<file path="src/rtl/rga_pkg.sv">
package rga_pkg;
  typedef enum logic {S_IDLE = 1'b0, S_RUN = 1'b1} phase_t;

  // next position after idx in a ring of n
  function automatic int unsigned wrap_next(input int unsigned idx, input int unsigned n);
    return (idx + 1 >= n) ? 0 : idx + 1;
  endfunction
endpackage

</file>
<file path="src/rtl/rga_wt_arb.sv">
// Weighted pick: largest metric among requests, ties broken from ptr onward.
module rga_wt_arb #(
  parameter int N  = 4,
  parameter int W  = 4,
  parameter int PW = 2
) (
  input  logic [N-1:0]   req,
  input  logic [N*W-1:0] wt,
  input  logic [PW-1:0]  ptr,
  output logic [N-1:0]   pick
);
  logic [W-1:0] top_w;
  logic [N-1:0] cand;
  logic         hit;
  int unsigned  idx;

  always_comb begin
    top_w = '0;
    for (int k = 0; k < N; k++)
      if (req[k] && (wt[k*W +: W] > top_w)) top_w = wt[k*W +: W];
    for (int k = 0; k < N; k++)
      cand[k] = req[k] && (wt[k*W +: W] == top_w);
    pick = '0;
    hit  = 1'b0;
    idx  = 0;
    for (int k = 0; k < N; k++) begin
      idx = int'(ptr) + k;
      if (idx >= N) idx = idx - N;
      if (!hit && cand[idx]) begin
        pick[idx] = 1'b1;
        hit       = 1'b1;
      end
    end
  end
endmodule

</file>
<file path="src/rtl/iq_rga_matcher.sv">
module iq_rga_matcher #(
  parameter int N      = 4,
  parameter int W      = 4,
  parameter int ITERS  = $clog2(N),
  parameter bit BINARY = 1'b0
) (
  input  logic             clk,
  input  logic             rst,
  input  logic             start,
  input  logic [N*N*W-1:0] metric_in,
  output logic [N*N-1:0]   grant,
  output logic             done
);
  import rga_pkg::*;

  localparam int NN = N * N;
  localparam int PW = (N > 1) ? $clog2(N) : 1;
  localparam int CW = $clog2(ITERS + 1);

  phase_t           phase;
  logic [CW-1:0]    iter_q;
  logic [NN*W-1:0]  lat_q;
  logic [NN*W-1:0]  eff;
  logic [NN-1:0]    match_q, match_nxt;
  logic [PW-1:0]    optr_q [N];
  logic [PW-1:0]    iptr_q [N];
  logic [PW-1:0]    optr_n [N];
  logic [PW-1:0]    iptr_n [N];
  logic [N-1:0]     row_busy, col_busy;
  logic [N-1:0]     oreq [N];
  logic [N*W-1:0]   owt  [N];
  logic [N-1:0]     ogr  [N];
  logic [N-1:0]     ireq [N];
  logic [N*W-1:0]   iwt  [N];
  logic [N-1:0]     iacc [N];
  logic             last_iter;
  logic             run_w;

  // metric conditioning: length or occupancy bit
  for (genvar k = 0; k < NN; k++) begin : g_eff
    if (BINARY && W > 1) begin : g_bin
      assign eff[k*W +: W] = {{(W-1){1'b0}}, |metric_in[k*W +: W]};
    end else begin : g_len
      assign eff[k*W +: W] = metric_in[k*W +: W];
    end
  end

  always_comb begin
    row_busy = '0;
    col_busy = '0;
    for (int i = 0; i < N; i++)
      for (int j = 0; j < N; j++)
        if (match_q[i*N+j]) begin
          row_busy[i] = 1'b1;
          col_busy[j] = 1'b1;
        end
  end

  // request / offer / accept network
  for (genvar j = 0; j < N; j++) begin : g_out
    for (genvar i = 0; i < N; i++) begin : g_in
      assign oreq[j][i]         = (lat_q[(i*N+j)*W +: W] != '0) && !row_busy[i] && !col_busy[j];
      assign owt[j][i*W +: W]   = lat_q[(i*N+j)*W +: W];
      assign ireq[i][j]         = ogr[j][i];
      assign iwt[i][j*W +: W]   = lat_q[(i*N+j)*W +: W];
      assign match_nxt[i*N+j]   = match_q[i*N+j] | iacc[i][j];
    end
    rga_wt_arb #(.N(N), .W(W), .PW(PW)) u_oarb (
      .req(oreq[j]), .wt(owt[j]), .ptr(optr_q[j]), .pick(ogr[j]));
  end

  for (genvar i = 0; i < N; i++) begin : g_acc
    rga_wt_arb #(.N(N), .W(W), .PW(PW)) u_iarb (
      .req(ireq[i]), .wt(iwt[i]), .ptr(iptr_q[i]), .pick(iacc[i]));
  end

  // pointer successors from the final match
  always_comb begin
    for (int j = 0; j < N; j++) begin
      optr_n[j] = optr_q[j];
      for (int i = 0; i < N; i++)
        if (match_nxt[i*N+j]) optr_n[j] = PW'(wrap_next(i, N));
    end
    for (int i = 0; i < N; i++) begin
      iptr_n[i] = iptr_q[i];
      for (int j = 0; j < N; j++)
        if (match_nxt[i*N+j]) iptr_n[i] = PW'(wrap_next(j, N));
    end
  end

  assign run_w     = (phase == S_RUN);
  assign last_iter = run_w && (iter_q == CW'(ITERS - 1));

  always_ff @(posedge clk) begin
    if (rst) begin
      phase   <= S_IDLE;
      iter_q  <= '0;
      lat_q   <= '0;
      match_q <= '0;
      grant   <= '0;
      done    <= 1'b0;
      for (int k = 0; k < N; k++) begin
        optr_q[k] <= '0;
        iptr_q[k] <= '0;
      end
    end else begin
      done <= 1'b0;
      case (phase)
        S_IDLE: if (start) begin
          lat_q   <= eff;
          match_q <= '0;
          grant   <= '0;
          iter_q  <= '0;
          phase   <= S_RUN;
        end
        S_RUN: begin
          match_q <= match_nxt;
          iter_q  <= iter_q + 1'b1;
          if (last_iter) begin
            phase <= S_IDLE;
            grant <= match_nxt;
            done  <= 1'b1;
            for (int k = 0; k < N; k++) begin
              optr_q[k] <= optr_n[k];
              iptr_q[k] <= iptr_n[k];
            end
          end
        end
        default: phase <= S_IDLE;
      endcase
    end
  end
endmodule

</file>
<file path="config.mk">
export PLATFORM = sky130hd
export DESIGN_NAME = iq_rga_matcher
export DESIGN_NICKNAME = d
export VERILOG_FILES = /design/src/rtl/rga_pkg.sv /design/src/rtl/rga_wt_arb.sv /design/src/rtl/iq_rga_matcher.sv
export SDC_FILE = /design/constraint.sdc
export NUM_CORES = 1
export LEC_CHECK = 0
export BUFFER_PORTS_ARGS = -buffer_cell sky130_fd_sc_hd__buf_4
export CAP_MARGIN = 40
export CORE_MARGIN = 2
export CORE_UTILIZATION = 50
export CTS_BUF_LIST = sky130_fd_sc_hd__clkbuf_8
export DETAILED_ROUTE_END_ITERATION = 10
export PLACE_DENSITY_LB_ADDON = 0.25
export SLEW_MARGIN = 5
export SYNTH_ARGS = -nofsm -noshare
export SYNTH_HDL_FRONTEND = slang
export SYNTH_SLANG_ARGS = --single-unit
</file>
<file path="constraint.sdc">
create_clock -name clk -period 24 [get_ports clk]
set_input_delay 1.2 -clock clk [delete_from_list [all_inputs] [get_ports clk]]
set_output_delay 1.2 -clock clk [all_outputs]
set_load 0.02 [all_outputs]
</file>
* After elaboration in Yosys (flattened, before gate mapping)
Memory sizes are Yosys's and may differ from the RTL's.
Cells that the tools add are included.
** Cells by class
- Reductions and logical operators :: 203
- Add/sub/neg operators :: 57
- Bitwise logic cells :: 49
- Order comparisons :: 127
- Muxes and demuxes :: 334
- Equal/unequal tests :: 35
** Operators by type and width (number)
- $ge A32 B1 Y1 const B :: 32
- $lt A32 B3 Y1 const B :: 32
- $mux W32 :: 32
- $ge A32 B3 Y1 const B :: 24
- $sub A32 B3 Y32 const B :: 24
- $mux W4 :: 64
- $logic_and A1 B1 Y1 :: 153
- $eq A4 B4 Y1 :: 32
- $mux W1 :: 127
- $gt A4 B4 Y1 :: 24
- $or A4 B4 Y4 :: 24
- $mux W2 :: 41
- $bmux W1 S2 :: 32
- $demux W1 S2 :: 32
- $pmux W16 S2 :: 2
- $reduce_bool A4 Y1 :: 16
- $add A2 B2 Y3 const B :: 16
- $logic_not A1 Y1 :: 32
- $mux W16 :: 2
- $sub A2 B3 Y4 const B :: 8
- $gt A4 B1 Y1 const B :: 7
- $add A2 B1 Y3 const B :: 8
- $ge A2 B3 Y1 const B :: 8
- $or A1 B1 Y1 :: 24
- 8 further kinds :: 9
** Storage, ports and cells
- Memories :: 2
- Word-level logic and storage cells :: 813
- Bits of input ports :: 67
- Output and inout bits :: 17
- Flip-flop bits (word level) :: 100
- Memory bits (writable) :: 16
** Memory list
- iptr_q :: words 4, width 2, read ports 4, clocked after memory_dff 0, wr ports 4, RTL line iq_rga_matcher.sv:26 : logic [PW-1:0] iptr_q [N];
- optr_q :: words 4, width 2, read ports 4, clocked after memory_dff 0, wr ports 4, RTL line iq_rga_matcher.sv:25 : logic [PW-1:0] optr_q [N];

* Logic depth before layout (Yosys ltp)
- Word-level depth :: 63
- Gate-level depth with buffers :: 71
- Gate-level depth less buffers :: 66

* By module
A second synthesis with hierarchy kept.
** Unflattened totals
- Cell total of the unflattened synthesis :: 1922
- Area, all modules :: 15140.8 µm²
** By module, submodules not included
- rga_wt_arb at g_acc[2].u_iarb ... :: instances 5, cells each 175, seq. area each 0.0 µm², area an instance 1328.8 µm²
- iq_rga_matcher :: instances 1, cells each 526, seq. area each 2482.4 µm², area an instance 4514.3 µm²
- rga_wt_arb at g_acc[0].u_iarb ... :: instances 2, cells each 172, seq. area each 0.0 µm², area an instance 1337.5 µm²
- rga_wt_arb at g_out[3].u_oarb :: instances 1, cells each 177, seq. area each 0.0 µm², area an instance 1307.5 µm²

* Least setup slack after synthesis
OpenSTA, ideal clock, no wires.
- Kind :: reg-to-reg
- Start :: register match_q[0] (netlist name)
- End :: memory optr_q[2][0] (enable)
- Required time :: 23.704 ns
- Arrival time :: 13.106 ns
- Setup time :: 0.296 ns
- Period minus slack after synthesis :: 13.401 ns
- Cell stages (with the launch flop) :: 69
- Setup slack :: 10.599 ns
- Path buffers :: 5
- Cells stage by stage :: dfxtp_1 nor4_2 clkbuf_1 and3_1 inv_1 ha_1 nand4_1 and4_1 clkbuf_1 o21ai_2 a21boi_1 ha_1 and4_1 a211o_1 clkbuf_1 nand2_1 o21ai_0 ha_1 [33 not listed] inv_1 ha_1 nor2b_1 o21ai_0 nand2b_1 a21oi_1 a41o_1 a21oi_1 nand2_1 o31ai_1 mux2i_1 nor4_2 or3_1 nor4b_1 nor3_1 o2111a_1 nand4_1 a21o_1
** RTL lines (RTL line)
- end: declaration :: iq_rga_matcher.sv:25

==> results.toml <==
[status]
status = "complete, no violations"

[place]
globalplace.congestion = 0.9808
pre_cts_slack_ps = 7325
dp_hpwl_microns = 45720
io_buffers = 83

[clock_tree]
clk_latency_ps = 510
cts_tree = "yes"
cts_resized = 0
clk_pin_slew_ps = 90
post_cts_buffers = 0
cts_root_buf = "clkbuf_8"
cts.sinks = 116
cts-buffers-inserted = 17
cts_hold_buf = 0
cts.path.max_buffers = 2
cts_max_level = 4

[yosys]
synth_warnings = 0
synth_edf_count = 16
netlist_area_sq_um = 16590
synth_async_sr_flop_share_pct = 0
synth_common_cells = "nand2_1 (244), a21oi_1 (203), ha_1 (157), nor2_1 (127), inv_1 (124)"
synth_flop_cell = "dfxtp_1"
synthesis.nets = 2431
avgSynthCellArea_sq_um = 7.519
yosysTopAreaCell = "dfxtp_1"
synth_top_area_share_pct = 12.06
yosysMostFrequentCell = "nand2_1"
seq_area_frac_synth_pct = 14.96
synth.area.top_cells = "dfxtp_1 (12%), ha_1 (12%), a21oi_1 (6.1%)"
synth_cells = 2207
ys_ff_latch = 116
synth.distinct_cells = 119

[timing]
fmax_mhz = 58.19
max_slew_margin_pct = 27.33
layout_min_cycle_time_ps = 17190
fin_tns_setup_ps = 0
fin_hold_ws_ps = 519.5
worstMarginPinSlew_ps = 1090
fin_ws_ps = 6814
finalClockSkew_ps = 23.68
period_share_pct = 71.61
rsz0062_at_grt = "no"
finalMaxSlewViolations = 0
hold_violations = 0
finalSetupViolations = 0

[min_path]
holdPathStages = 2
min-delay-path-class = "flip-flop to flip-flop"

[worst_setup_path]
cp-start-kind = "flip-flop"
critPathSlowestCell = "or4_1"
crit_type = "flip-flop to flip-flop"
rr_worst_depth = 63
end_kind = "flip-flop"
cp_max_fo = 16
required_ps = 24260
worstPathArrival_ps = 17450
cp_common_cell = "ha_1"
max_stage_delay_ps = 660

[layout]
antennaDiodeCount = 0
fill_cells = 3081
area.growth.synth_to_final_pct = 7.532
drive_gt1_share_pct = 11.76
utilization_pct = 54.71
nets = 2431

[grt]
grt_max_degree = 66
grt_pass1_vias = 16530
antenna_found_initial = 1
grt_usage_pct = 34.31
grt_first_pass_wirelength_microns = 92090
grt-ovfl-total = 0

[floorplanning]
die_area_sq_um = 34660
die_x_microns = 186.2
io_pins = 84
fp-row-count = 66
core_sq_um = 32620
fp.dieH_microns = 186.2
initial_core_util_pct = 50.87

[power_and_ir_drop]
p_total_uw = 1662
vdd_ir_drop_max_mv = 0.05160
power-per-cell-area_nw_per_um2 = 93.14
leakagePower_uw = 0.007056

[route]
num_vias = 18000
drc_errors = 0
via_per_inst = 6.762
wl_per_cell_microns = 22.63
first_iter_violations = 1940
ant_nets = 0
drt_wl_total_microns = 60230
drt_pass1_iterations = 7

[flow_run]
maxCapViolCount = 0
-- path summary, 6_finish.rpt --
check,from,endpoint,slack (ps)
worst min register to register,grant[13],grant[13],520
worst max register to register,match_q[0],iptr_q[1][0],6810
worst min-delay path,grant[13],grant[13],520
worst max-delay path,match_q[0],iptr_q[1][0],6810
-- power by group --
group	internal (uW)	switching, uW
sequential	209	40.0
combinational	446	754
clock	106	108
total	760	901
-- cells by family (layout without fill, tap and decap cells) --
family                   after synthesis  in the layout  share of synthesized area, %
multiplexers                          62             62                         4.109
XOR/XNOR                             103            103                         5.436
flip-flops                           116            116                         14.96
AO/OA/AOI/OAI                        750            750                         32.91
AND/OR/NAND/NOR                      763            763                         24.59
adder cells (fa/ha/maj)              157            157                         11.84
buffers and inverters                256            269                         6.160
-- cell type report --
| type | instances | area [sq um] | share of cell area [%] |
|---|---|---|---|
| Tap cell | 442 | 553.0 | 3.099 |
| Timing Repair Buffer | 107 | 797.0 | 4.466 |
| Clock inverter | 15 | 190.2 | 1.066 |
| Sequential cell | 116 | 2482 | 13.91 |
| Multi-Input combinational cell | 1835 | 13100 | 73.41 |
| Clock buffer | 17 | 234.0 | 1.311 |
| Inverter | 130 | 488.0 | 2.735 |
-- per-layer routing --
layer  up-vias  GRT usage [%]  part of all wire [%]
met5         -              0                     0
met2       921          54.17                    44
li1       8345              -                     -
met4         0          16.69                   4.8
met1      8525          44.51                    42
met3       209          7.204                   9.6
-- placed cells by master (no fill, tap or decap), types with 28 or more instances in the layout --
master    synthesis  routed
nand2_1         244     244
a21oi_1         203     203
ha_1            157     157
nor2_1          127     127
inv_1           124     125
buf_4             2     105
dfxtp_1         100     100
xnor2_1          81      81
o21ai_0          67      67
a211oi_1         60      60
nand4_1          48      48
nand3_1          48      48
nor3_1           45      45
mux2i_1          44      44
a21o_1           40      40
nor2b_1          40      39
o211ai_1         39      39
and3_1           32      32
o31ai_1          29      29
nand2b_1         29      28
-- state kept, by name (all words and copies together), names as in the netlist --
name / count
lat_q: 64
grant: 16
match_q: 16
iptr_q: 8
optr_q: 8
iter_q: 2
done: 1
phase: 1
-- worst max-delay path: cells and delay by family, from the launching register on --
| kind | cells | cell delay (ps) |
|---|---|---|
| buf+inv | 1 | 90 |
| xor+xnor | 1 | 210 |
| simple gates | 22 | 5220 |
| flops | 1 | 380 |
| compound gates | 31 | 8570 |
| mux | 2 | 700 |
| fa+ha+maj | 6 | 1750 |
-- per-stage QoR --
step	instance area [sq um]	cells
floorplan	16590	2207
global placement	17370	2623
detailed placement	17420	2630
CTS	17840	2662
global route	17840	2662
finish	17840	2662
Note: power is estimated with default switching activity, not from simulation.
